--- config.mk ---
export PLATFORM = sky130hd
export DESIGN_NAME = pp_handshake
export DESIGN_NICKNAME = d
export VERILOG_FILES = /design/src/rtl/pp_hs_pkg.sv /design/src/rtl/pp_hs_sync.sv /design/src/rtl/pp_hs_strobe.sv /design/src/rtl/pp_hs_pad.sv /design/src/rtl/pp_handshake.sv
export SDC_FILE = /design/constraint.sdc
export NUM_CORES = 1
export LEC_CHECK = 0
export ABC_AREA = 1
export ABC_CLOCK_PERIOD_IN_PS = 1500
export BUFFER_PORTS_ARGS = -buffer_cell sky130_fd_sc_hd__buf_2
export CAP_MARGIN = 20
export CORE_ASPECT_RATIO = 2
export CORE_MARGIN = 5
export CORE_UTILIZATION = 30
export DETAILED_ROUTE_END_ITERATION = 8
export PLACE_DENSITY = 0.62
export SYNTH_ARGS = -nofsm -noshare
export SYNTH_HDL_FRONTEND = slang
export SYNTH_SLANG_ARGS = --single-unit
export TNS_END_PERCENT = 30
--- constraint.sdc ---
create_clock -name clk -period 1.5 [get_ports clk]
set_input_delay 0.375 -clock clk [delete_from_list [all_inputs] [get_ports clk]]
set_output_delay 0.375 -clock clk [all_outputs]
set_load 0.01 [all_outputs]
--- src/rtl/pp_hs_pkg.sv ---
package pp_hs_pkg;
   localparam int CTRL_BITS = 6;

   // Control byte; the packed order makes strb_hi bit5 and wired_or bit0.
   typedef struct packed {
      logic strb_hi;
      logic rise_edge;
      logic pulsed;
      logic out_dir;
      logic full_hs;
      logic wired_or;
   } pp_ctrl_t;

   typedef enum logic [1:0] {
      A_CTRL = 2'd0,
      A_STAT = 2'd1,
      A_DATA = 2'd2,
      A_NONE = 2'd3
   } pp_addr_e;

   typedef enum logic [1:0] {
      S_IDLE  = 2'd0,
      S_PULSE = 2'd1,
      S_HOLD  = 2'd2
   } pp_strb_st_e;
endpackage

--- src/rtl/pp_hs_sync.sv ---
module pp_hs_sync #(
   parameter int STAGES = 2
) (
   input  logic clk,
   input  logic rst,
   input  logic async_in,
   input  logic rise_sel,
   output logic level,
   output logic edge_hit
);
   if (STAGES < 2) begin : g_bad_stages
      $error("pp_hs_sync: STAGES must be at least 2");
   end

   logic [STAGES-1:0] chain;
   logic              prev;

   always_ff @(posedge clk) begin
      if (rst) begin
         chain <= '0;
         prev  <= 1'b0;
      end else begin
         chain <= {chain[STAGES-2:0], async_in};
         prev  <= chain[STAGES-1];
      end
   end

   logic rise_seen, fall_seen;
   assign level     = chain[STAGES-1];
   assign rise_seen = level & ~prev;
   assign fall_seen = ~level & prev;
   assign edge_hit  = rise_sel ? rise_seen : fall_seen;

   // a selected edge is never reported for the opposite transition
   p_edge_dir_r3: assert property (@(posedge clk) disable iff (rst)
      edge_hit |-> (rise_sel ? (level && !prev) : (!level && prev)));
endmodule

--- src/rtl/pp_hs_strobe.sv ---
module pp_hs_strobe
   import pp_hs_pkg::*;
#(
   parameter int PULSE_CYC = 2
) (
   input  logic clk,
   input  logic rst,
   input  logic trig,
   input  logic pulsed_mode,
   input  logic edge_hit,
   output logic active
);
   localparam int CNT_W = (PULSE_CYC > 1) ? $clog2(PULSE_CYC) : 1;

   if (PULSE_CYC < 1) begin : g_bad_pulse
      $error("pp_hs_strobe: PULSE_CYC must be at least 1");
   end

   pp_strb_st_e      st;
   logic [CNT_W-1:0] cnt;

   always_ff @(posedge clk) begin
      if (rst) begin
         st  <= S_IDLE;
         cnt <= '0;
      end else if (trig) begin
         if (pulsed_mode) begin
            st  <= S_PULSE;
            cnt <= CNT_W'(PULSE_CYC - 1);
         end else begin
            st  <= S_HOLD;
            cnt <= '0;
         end
      end else begin
         unique case (st)
            S_PULSE: begin
               if (cnt == '0) st <= S_IDLE;
               else           cnt <= cnt - 1'b1;
            end
            S_HOLD: begin
               if (edge_hit) st <= S_IDLE;
            end
            default: st <= S_IDLE;
         endcase
      end
   end

   assign active = (st != S_IDLE);

   // any trigger starts strobe B on the next cycle
   p_trig_start_r5: assert property (@(posedge clk) disable iff (rst)
      trig |=> active);
   // a pulse ends when its count runs out
   p_pulse_end_r6: assert property (@(posedge clk) disable iff (rst)
      (st == S_PULSE && cnt == '0 && !trig) |=> !active);
   // an interlocked strobe ends only on the selected edge
   p_hold_end_r7: assert property (@(posedge clk) disable iff (rst)
      (st == S_HOLD && edge_hit && !trig) |=> !active);
   p_hold_keep_r7: assert property (@(posedge clk) disable iff (rst)
      (st == S_HOLD && !edge_hit) |=> active);
endmodule

--- src/rtl/pp_hs_pad.sv ---
module pp_hs_pad #(
   parameter int W = 8
) (
   input  logic [W-1:0] data,
   input  logic         drive_en,
   input  logic         wired_or,
   output logic [W-1:0] pad_out,
   output logic [W-1:0] pad_oe
);
   if (W < 1) begin : g_bad_width
      $error("pp_hs_pad: W must be at least 1");
   end

   for (genvar i = 0; i < W; i++) begin : g_bit
      always_comb begin
         if (wired_or) begin
            pad_out[i] = 1'b0;
            pad_oe[i]  = drive_en & ~data[i];
         end else begin
            pad_out[i] = data[i];
            pad_oe[i]  = drive_en;
         end
      end
   end

   // open-drain pins never drive a high level
   always_comb begin
      if (wired_or) begin
         p_od_no_high_r10: assert ((pad_oe & pad_out) == '0);
      end
   end
endmodule

--- src/rtl/pp_handshake.sv ---
module pp_handshake
   import pp_hs_pkg::*;
#(
   parameter int DATA_W      = 8,
   parameter int SYNC_STAGES = 2,
   parameter int PULSE_CYC   = 2
) (
   input  logic              clk,
   input  logic              rst,
   input  logic [1:0]        reg_addr,
   input  logic              reg_wr,
   input  logic              reg_rd,
   input  logic [DATA_W-1:0] reg_wdata,
   output logic [DATA_W-1:0] reg_rdata,
   input  logic              strb_a_in,
   output logic              strb_b_out,
   input  logic [DATA_W-1:0] port_in,
   output logic [DATA_W-1:0] port_out,
   output logic [DATA_W-1:0] port_oe
);
   localparam int PAD_HI = DATA_W - CTRL_BITS;

   if (DATA_W < CTRL_BITS) begin : g_bad_data_w
      $error("pp_handshake: DATA_W too narrow for the control byte");
   end

   pp_ctrl_t          ctrl;
   logic [DATA_W-1:0] out_q, in_q;
   logic              flag, armed;
   logic              lvl, edge_hit, active;

   logic sel_ctrl, sel_stat, sel_data;
   logic data_wr, data_rd, out_hs, trig, pulsed_mode, drive_en;

   assign sel_ctrl = (reg_addr == A_CTRL);
   assign sel_stat = (reg_addr == A_STAT);
   assign sel_data = (reg_addr == A_DATA);
   assign data_wr  = reg_wr & sel_data;
   assign data_rd  = reg_rd & sel_data;
   assign out_hs   = ctrl.full_hs & ctrl.out_dir;

   // Strobe B trigger and mode selection
   always_comb begin
      if (!ctrl.full_hs) begin
         trig        = data_wr;
         pulsed_mode = 1'b1;
      end else begin
         trig        = ctrl.out_dir ? data_wr : data_rd;
         pulsed_mode = ctrl.pulsed;
      end
   end

   assign drive_en   = out_hs & (ctrl.rise_edge ? ~lvl : lvl);
   assign strb_b_out = ctrl.strb_hi ? active : ~active;

   pp_hs_sync #(.STAGES(SYNC_STAGES)) u_sync (
      .clk      (clk),
      .rst      (rst),
      .async_in (strb_a_in),
      .rise_sel (ctrl.rise_edge),
      .level    (lvl),
      .edge_hit (edge_hit)
   );

   pp_hs_strobe #(.PULSE_CYC(PULSE_CYC)) u_strobe (
      .clk         (clk),
      .rst         (rst),
      .trig        (trig),
      .pulsed_mode (pulsed_mode),
      .edge_hit    (edge_hit),
      .active      (active)
   );

   pp_hs_pad #(.W(DATA_W)) u_pad (
      .data     (out_q),
      .drive_en (drive_en),
      .wired_or (ctrl.wired_or),
      .pad_out  (port_out),
      .pad_oe   (port_oe)
   );

   // Registers
   always_ff @(posedge clk) begin
      if (rst) begin
         ctrl  <= '0;
         out_q <= '0;
         in_q  <= '0;
      end else begin
         if (reg_wr && sel_ctrl) ctrl <= pp_ctrl_t'(reg_wdata[CTRL_BITS-1:0]);
         if (data_wr)            out_q <= reg_wdata;
         if (edge_hit && !out_hs) in_q <= port_in;
      end
   end

   // Flag with two-step clear; a new edge wins over a clear
   always_ff @(posedge clk) begin
      if (rst) begin
         flag  <= 1'b0;
         armed <= 1'b0;
      end else begin
         if (reg_rd && sel_stat && flag) armed <= 1'b1;
         if ((data_rd || data_wr) && armed) begin
            flag  <= 1'b0;
            armed <= 1'b0;
         end
         if (edge_hit) begin
            flag  <= 1'b1;
            armed <= 1'b0;
         end
      end
   end

   // Read mux
   always_comb begin
      reg_rdata = '0;
      unique case (reg_addr)
         A_CTRL:  reg_rdata = {{PAD_HI{1'b0}}, ctrl};
         A_STAT:  reg_rdata = {{(DATA_W-1){1'b0}}, flag};
         A_DATA:  reg_rdata = out_hs ? out_q : in_q;
         default: reg_rdata = '0;
      endcase
   end

   // a detected edge always leaves the flag set
   p_flag_set_r3: assert property (@(posedge clk) disable iff (rst)
      edge_hit |=> flag);
   // an edge outside output handshake captures the pins
   p_latch_r4: assert property (@(posedge clk) disable iff (rst)
      (edge_hit && !out_hs) |=> (in_q == $past(port_in)));
   // drivers stay off unless in output handshake
   p_oe_mode_r9: assert property (@(posedge clk) disable iff (rst)
      !out_hs |-> (port_oe == '0));
   // the flag never drops without a data register access
   p_flag_hold_r11: assert property (@(posedge clk) disable iff (rst)
      (flag && !data_rd && !data_wr) |=> flag);
endmodule

### After elaboration in Yosys (flattened, before gate mapping)

Cells that the tools add are included.

* logic and storage cells: 94
* bits in latches: 0
* register bits: 30
* memories kept: 0
* input bits: 23
* bits in read-only memories: 0
* output and inout port bits: 25
* RAM bits: 0

* multipliers: 0
* add/sub/neg operators: 1
* div/mod/pow operators: 0
* mux-type cells: 35
* reductions and logical operators: 13
* eq/ne operators: 6
* magnitude comparators: 0
* shift operators: 0
* bitwise operators: 25

Operators with widths (number)
* two-way mux 1 bit: 28
* one-hot mux 8 bit (3 select lines): 1
* AND 1 bit: 14
* inverter 1 bit: 11
* two-way mux 2 bit: 4
* two-way mux 8 bit: 1
* inequality test 3 bit (second input constant): 2
* nonzero test 2 bit: 3
* logical AND 1 bit: 5
* equality test 2 x 1 -> 1 bit (second input constant): 2
* equality test 2 bit (second input constant): 2
* one-hot mux 2 bit (2 select lines): 1
* OR reduction 3 bit: 1
* logical NOT 2 bit: 1
* AND reduction 2 bit: 1
* logical NOT 1 bit: 1
* logical OR 1 bit: 1
* subtractor 1 bit (second input constant): 1

### Depth between registers and ports, before layout

Gate-level depths: netlist of run 1.

* depth in word-level cells: 6
* depth in mapped cells: 8

### By module

Synthesis of run 1 repeated with hierarchy kept, for this count alone.

* cell total of the unflattened synthesis: 214
* area total of the unflattened synthesis: 1481.4 um^2

By module, submodules not included
* pp_handshake: sequential area each 480.5 um^2, instances 1, cells each 152, area each 1081.0 um^2
* pp_hs_pad: sequential area each 0.0 um^2, instances 1, cells each 27, area each 152.6 um^2
* pp_hs_strobe: sequential area each 60.1 um^2, instances 1, cells each 21, area each 143.9 um^2
* pp_hs_sync: sequential area each 60.1 um^2, instances 1, cells each 14, area each 103.8 um^2

### Least setup slack after synthesis of run 1

Ideal clock, no wire load.

* path type: reg-to-output
* start point: reg ctrl[1] (netlist name)
* end point: out reg_rdata[4]
* slack: 0.038 ns
* arrival: 1.087 ns
* path buffers: 1
* stages on the path, launching flop included: 6
* cells stage by stage: dfxtp_1 nand2_1 inv_1 buf_4 nor2_1 o21ai_0

* cells in the longest elaborated chain, start to end: 3

RTL lines
* from (decl): RTL line pp_handshake.sv:27 `pp_ctrl_t ctrl;`
* from (signal assigned): RTL line pp_handshake.sv:89 `if (reg_wr && sel_ctrl) ctrl <= pp_ctrl_t'(reg_wdata[CTRL_BITS-1:0]);`
* AND 1 bit: RTL line pp_handshake.sv:40 `assign out_hs = ctrl.full_hs & ctrl.out_dir;`
* two-way mux 8 bit: RTL line pp_handshake.sv:119 `A_DATA: reg_rdata = out_hs ? out_q : in_q;`
* one-hot mux 8 bit (3 select lines): RTL line pp_handshake.sv:116 `unique case (reg_addr)`
* to (decl): RTL line pp_handshake.sv:14 `output logic [DATA_W-1:0] reg_rdata,`

Every way passes these cells.

### Worst setup path in the final report of run 1

* start point: reg ctrl[1] (netlist name)
* end point: out reg_rdata[0]

The elaborated chain is that of the path after synthesis.

==> flow_summary.yaml, run 1 <==
power:
  switchingPower_uw: 467
  power_density_nw_per_um2: 899
  leakage_nw: 0.993
  irDropWorstVdd_v: 0.000472
  p_sw_share_pct: 26.2
  intPower_mw: 1.32
  combPwrFrac_pct: 14.4
  power_frac_clock_pct: 37.2
  power_frac_seq_pct: 48.4
  report.power.total_mw: 1.79
clocking:
  cts_inserted_buffers: 5
  cts_tree: "done"
  cts_hold_buf: 0
  h-tree-depth: 2
  cts-root-buf: "clkbuf_8"
  path_clk_slew_ns: 0.06
  cts_buffer_depth: 2
  clk_latency_ns: 0.28
  clock-sinks: 30
global_route:
  grt_max_degree: 18
  grt_remaining_overflow: 0
  grt_pass1_wl_mm: 6.54
  track_usage_pct: 13.9
  antenna_found_initial: 0
  grt_pass1_vias: 1466
layout:
  fillers: 534
  post-route-util_pct: 42.8
  final_area_um2: 1990
  n_antenna_cell: 0
  drive_above_1_share_pct: 32.5
  nNetsFinal: 305
  syn2layout_area_growth_pct: 38.7
synthesis:
  synth_area_leaders: "dfxtp_1, nor2_1, a21oi_1"
  muxShareOfSynthArea_pct: 0
  synth_top_family_by_area: "simple AND/OR/NAND/NOR gates"
  synth-seq-area-share_pct: 42.0
  synth_xor_area_share_pct: 0.612
  yosysWarnings: 0
  synth_top_area_share_pct: 42.0
  synth_nets: 239
  yosys.area.top_type: "dfxtp_1"
  synth-seq-cells: 30
  yosys.area_share.adder_pct: 0
  synthDistinctLibCells: 17
  syn_area_per_cell_um2: 6.63
  synth_compound_area_share_pct: 20.5
  synth_cells: 216
  synth-simple-area-share_pct: 24.7
  synth_area_um2: 1430
floorplan:
  die_h_um: 108
  initial_utilization_pct: 30.8
  io_pins: 48
  core_area_um2: 4640
  die_w_um: 58.8
  die_area_um2: 6340
  num_rows: 35
outcome:
  status: "finished, violations left"
  failed_checks: "negative setup slack"
setup_path:
  crit_chain: "nand2_4 > clkinvlp_4 > buf_6 > a21oi_2 > o21ai_1 > nand3b_1 > buf_2"
  cpPeakStageDelay_ns: 0.34
  end_kind: "output pin"
  cp_slowest_cell: "dfxtp_2"
  worstReg2RegEnd: "in_q[2]$_SDFFE_PP0P_"
  ff2ff_path_depth: 9
  critPathKind: "reg -> out"
  ff2ff_setup_slack_ns: 0.13
  required_ns: 1.12
  critPathLaunchType: "flop"
  crit_path_max_fanout: 5
  rr_startpoint: "ctrl[1]$_SDFFE_PP0P_"
  arrival_ns: 1.40
detailed_routing:
  drc: 0
  drtIter0Drc: 35
  dr.pass1.iters: 6
  finalWirelength_mm: 3.97
  avgViaCountPerCell: 4.51
  wl_per_cell_um: 11.7
  num_vias: 1524
  ant_nets: 0
timing:
  holdWs_ns: 0.290
  fin_crit_ns: 1.77
  worst_slack_ns: -0.272
  finalHoldViolCount: 0
  fmax_ghz: 0.564
  fin_worst_skew_ns: 0.00429
  report.final.slew_viol_count: 0
  min_period_over_period_pct: 118
  setup_viol_count_final: 16
  relSlewSlack_pct: 81.1
  rsz0062_at_grt: "true"
  tightest_slew_ns: 0.283
worst_hold_path:
  hold_path_depth: 3
  hold_end: "u_sync.chain[0]$_SDFF_PP0_"
  hold_path.class: "in -> reg"
  hp-start: "strb_a_in"
place:
  place_congestion: 0.789
  port_buffers: 47
  place_area_um2: 1800
  dpl.hpwl_mm: 3.07
flow_run:
  cap_violations: 0
## worst max-delay path: cells and delay by family (launching register included)
family	cells	cell delay, ns
and+or+nand+nor	2	0.16
DFF	1	0.34
AOI/OAI and AO/OA	2	0.18
buffers and inverters	3	0.43
## cell type report
| cell class | instances | area [um^2] | area share [%] |
|---|---|---|---|
| flip-flops and latches | 30 | 604 | 30.4 |
| multi-input cells | 146 | 692 | 34.8 |
| inverters | 33 | 128 | 6.43 |
| clock buffers | 7 | 86.3 | 4.35 |
| repair buffers | 65 | 394 | 19.8 |
| repair inverters | 1 | 7.51 | 0.378 |
| well taps | 55 | 68.8 | 3.47 |
| clock inverters | 1 | 5.00 | 0.252 |
## layout by cell type, fill, tap and decap left out, types with 6 or more instances in the layout
master,instances
a21oi_1,26
buf_2,47
buf_4,14
clkbuf_8,6
dfxtp_1,27
inv_1,32
nand2_1,31
nand3_1,7
nor2_1,38
o21ai_0,17
o21ai_1,10
## synth_stat cells
master and count:
nand3b_1 1, o21ai_0 27, nand2_1 33, inv_1 33, buf_6 2, a21oi_1 30
buf_2 1, o21ai_2 1, xor2_1 1, dfxtp_1 30, buf_4 2, nor2_1 42
nand3_1 7, clkbuf_1 1, buf_1 1, nand2_2 3, nor2_4 1
## metrics by stage
| stage | TNS (ns) | instances | setup WS, ns |
|---|---|---|---|
| after floorplan | 0 | 216 | 0.0383 |
| after global placement | -0.912 | 324 | -0.188 |
| after detailed placement | -0.822 | 324 | -0.202 |
| after CTS | -2.80 | 337 | -0.247 |
| after global routing | -4.11 | 338 | -0.335 |
| final | -2.79 | 338 | -0.272 |
## worst max-delay path by stage
| stage | start | cells past startpoint | end | slack, ns |
|---|---|---|---|---|
| final | ctrl[1]$_SDFFE_PP0P_ | 7 | reg_rdata[0] | -0.27 |
| after global routing | ctrl[1]$_SDFFE_PP0P_ | 7 | reg_rdata[0] | -0.33 |
| after floorplan | ctrl[1]$_SDFFE_PP0P_ | 5 | reg_rdata[4] | 0.04 |
| after detailed placement | reg_addr[1] | 6 | reg_rdata[1] | -0.20 |
| after CTS | ctrl[1]$_SDFFE_PP0P_ | 7 | reg_rdata[0] | -0.25 |
| after global placement | reg_addr[1] | 6 | reg_rdata[1] | -0.19 |
## kinds of logic (layout without fill, tap and decap cells)
logic type                count (synthesis)  after routing
buffers and inverters                    40            107
xor gates and xnor gates                  1              1
DFF                                      30             30
AOI/OAI and AO/OA                        58             58
and+or+nand+nor                          87             87
## state kept, by name, indices dropped and copies added (netlist names)
| register | flops |
|---|---|
| armed | 1 |
| u_strobe.st | 2 |
| out_q | 8 |
| u_sync.prev | 1 |
| ctrl | 6 |
| u_sync.chain | 2 |
| u_strobe.cnt | 1 |
| flag | 1 |
| in_q | 8 |
## power by group through the flow
stage,Sequential (mW),Combinational (mW),Clock (mW)
global route,0.868,0.297,0.718
global placement,0.876,0.245,0
floorplan,0.871,0.146,0
CTS,0.862,0.256,0.679
finish,0.863,0.257,0.664
detailed placement,0.877,0.247,0
## routing by layer
metal / up-vias / share of wire (%) / track usage (%)
met4: 0 / 3.6 / 9.08
met3: 10 / 5.3 / 3.24
li1: 809 / - / -
met2: 45 / 56 / 26.5
met1: 660 / 35 / 12.1
met5: - / 0 / 0
## what timing repair did
| action | in CTS | in global routing |
|---|---|---|
| resized for setup | 23 | 6 |
| buffers inserted | 4 | 1 |
| endpoints found under the hold margin | 0 | 0 |
| setup endpoints to repair | 16 | 19 |
| gates cloned | 1 | 0 |
| pin swaps | 3 | 0 |
(Power assumes the default switching activity.)
==> run 2: changes to the inputs <==
--- a/config.mk
+++ b/config.mk
@@ -7,7 +7,7 @@
 export LEC_CHECK = 0
 export ABC_AREA = 1
 export ABC_CLOCK_PERIOD_IN_PS = 1500
-export BUFFER_PORTS_ARGS = -buffer_cell sky130_fd_sc_hd__buf_2
+export BUFFER_PORTS_ARGS = -buffer_cell sky130_fd_sc_hd__buf_4
 export CAP_MARGIN = 20
 export CORE_ASPECT_RATIO = 2
 export CORE_MARGIN = 5
==> flow_summary.yaml, run 2 (synthesis results as in run 1) <==
layout:
  fin_cells: 336
  layout_common_cells: "buf_4, nor2_1, inv_1, nand2_1, dfxtp_1"
  n_antenna_cell: 0
  final_common_cell: "buf_4"
  reg_top3: "in_q: 8 flops, out_q: 8 flops, ctrl: 6 flops"
  drive_above_1_share_pct: 34.5
  nNetsFinal: 303
  syn2layout_area_growth_pct: 51.4
timing:
  relSlewSlack_pct: 81.2
  fin_crit_ns: 1.79
  finalHoldViolCount: 0
  tightest_slew_ns: 0.281
  setup_viol_count_final: 16
  rsz0062_at_grt: "true"
  fin_worst_skew_ns: 0.00471
  tns_ns: -3.55
  min_period_over_period_pct: 119
  worst_slack_ns: -0.290
  report.final.slew_viol_count: 0
  fmax_ghz: 0.559
setup_path:
  ff2ff_setup_slack_ns: 0.01
  arrival_ns: 1.42
  critPathLaunchType: "flop"
  required_ns: 1.12
  crit_path_max_fanout: 6
  rr_startpoint: "ctrl[2]$_SDFFE_PP0P_"
  end_kind: "output pin"
  worstReg2RegEnd: "in_q[2]$_SDFFE_PP0P_"
  ff2ff_path_depth: 10
  critPathKind: "reg -> out"
power:
  power_frac_seq_pct: 47.4
  intPower_mw: 1.35
  power_frac_clock_pct: 36.5
  irDropWorstVdd_v: 0.000521
  p_sw_share_pct: 26.1
  leakage_nw: 1.02
  power_density_nw_per_um2: 844
  combPwrFrac_pct: 16.2
  report.power.total_mw: 1.83
  switchingPower_uw: 477
detailed_routing:
  num_vias: 1552
  avgViaCountPerCell: 4.62
  dr.pass1.iters: 4
  finalWirelength_mm: 4.10
  ant_nets: 0
  wl_per_cell_um: 12.2
  drtIter0Drc: 35
  drc: 0
worst_hold_path:
  hold_path.class: "in -> reg"
  hp-start: "strb_a_in"
  hold_end: "u_sync.chain[0]$_SDFF_PP0_"
  hold_path_depth: 3
global_route:
  antenna_found_initial: 0
  grt_max_degree: 19
  grt_pass1_vias: 1618
  track_usage_pct: 14.5
  grt_pass1_wl_mm: 6.81
  grt_remaining_overflow: 0
clocking:
  clk_latency_ns: 0.29
  cts-root-buf: "clkbuf_8"
  cts_buffer_depth: 2
  clock-sinks: 30
  cts_hold_buf: 0
  h-tree-depth: 2
  path_clk_slew_ns: 0.06
  cts_inserted_buffers: 5
  cts_tree: "done"
floorplan:
  initial_utilization_pct: 30.8
  die_w_um: 58.8
  core_area_um2: 4640
  die_h_um: 108
  num_rows: 35
  io_pins: 48
  die_area_um2: 6340
place:
  dpl.hpwl_mm: 3.18
  place_ws_ns: -0.178
  port_buffers: 47
  place_congestion: 0.843
  dp_cells: 325
outcome:
  failed_checks: "negative setup slack"
  status: "finished, violations left"
flow_run:
  cap_violations: 0
run 2: cell count changes in the layout (fill, tap and decap cells not counted), sizes merged:
cell and change:
clkinvlp -1, buf -1
run 2: power groups by stage:
stage	combinational (mW)	sequential, mW	clock, mW
finish	0.295	0.866	0.667
global route	0.332	0.870	0.724
CTS	0.292	0.861	0.686
detailed placement	0.285	0.878	0
global placement	0.283	0.876	0
floorplan	0.146	0.871	0
run 2: critical path, stage by stage, from the launching register on:
cell	delay [ns]
dfxtp_2	0.34
nand2_4	0.08
clkinvlp_4	0.16
buf_6	0.17
a21oi_2	0.10
o21ai_1	0.07
nand3b_1	0.09
buf_4	0.12
run 2: worst max path at each step:
stage                    startpoint           end  cells past startpoint
2_1_floorplan  ctrl[1]$_SDFFE_PP0P_  reg_rdata[4]                      5
4_1_cts        ctrl[1]$_SDFFE_PP0P_  reg_rdata[2]                      6
5_1_grt        ctrl[2]$_SDFFE_PP0P_  reg_rdata[0]                      7
6_report       ctrl[2]$_SDFFE_PP0P_  reg_rdata[0]                      7
3_3_place_gp            reg_addr[1]  reg_rdata[1]                      6
3_5_place_dp            reg_addr[1]  reg_rdata[1]                      6
run 2: cell type report:
cell class	instances	area [um^2]
well taps	55	68.8
fillers	520	2470
inverters	33	128
repair buffers	64	546
clock inverters	1	5.00
flip-flops and latches	30	604
multi-input cells	146	729
clock buffers	7	86.3
run 2: routing by layer:
| layer | vias up | global-route usage [%] | share of wire (%) |
|---|---|---|---|
| met5 | - | 0 | 0 |
| li1 | 805 | - | - |
| met4 | 0 | 11.2 | 3.9 |
| met1 | 695 | 12.0 | 34 |
| met2 | 43 | 27.2 | 57 |
| met3 | 9 | 3.72 | 4.9 |
run 2: timing repair:
action / CTS / global route
cloned: 0 / 0
pin swaps: 6 / 3
gates resized for setup: 18 / 21
setup endpoints to repair: 16 / 24
buffers inserted: 3 / 0
run 2: per-stage QoR:
stage	cell area (um^2)	utilization (%)	hold WS, ns
6_report	2170	46.7	0.283
3_3_place_gp	1960	42.2	0.391
5_1_grt	2170	46.7	0.298
2_1_floorplan	1430	-	0.388
4_1_cts	2100	45.3	0.282
3_5_place_dp	1960	42.2	0.395
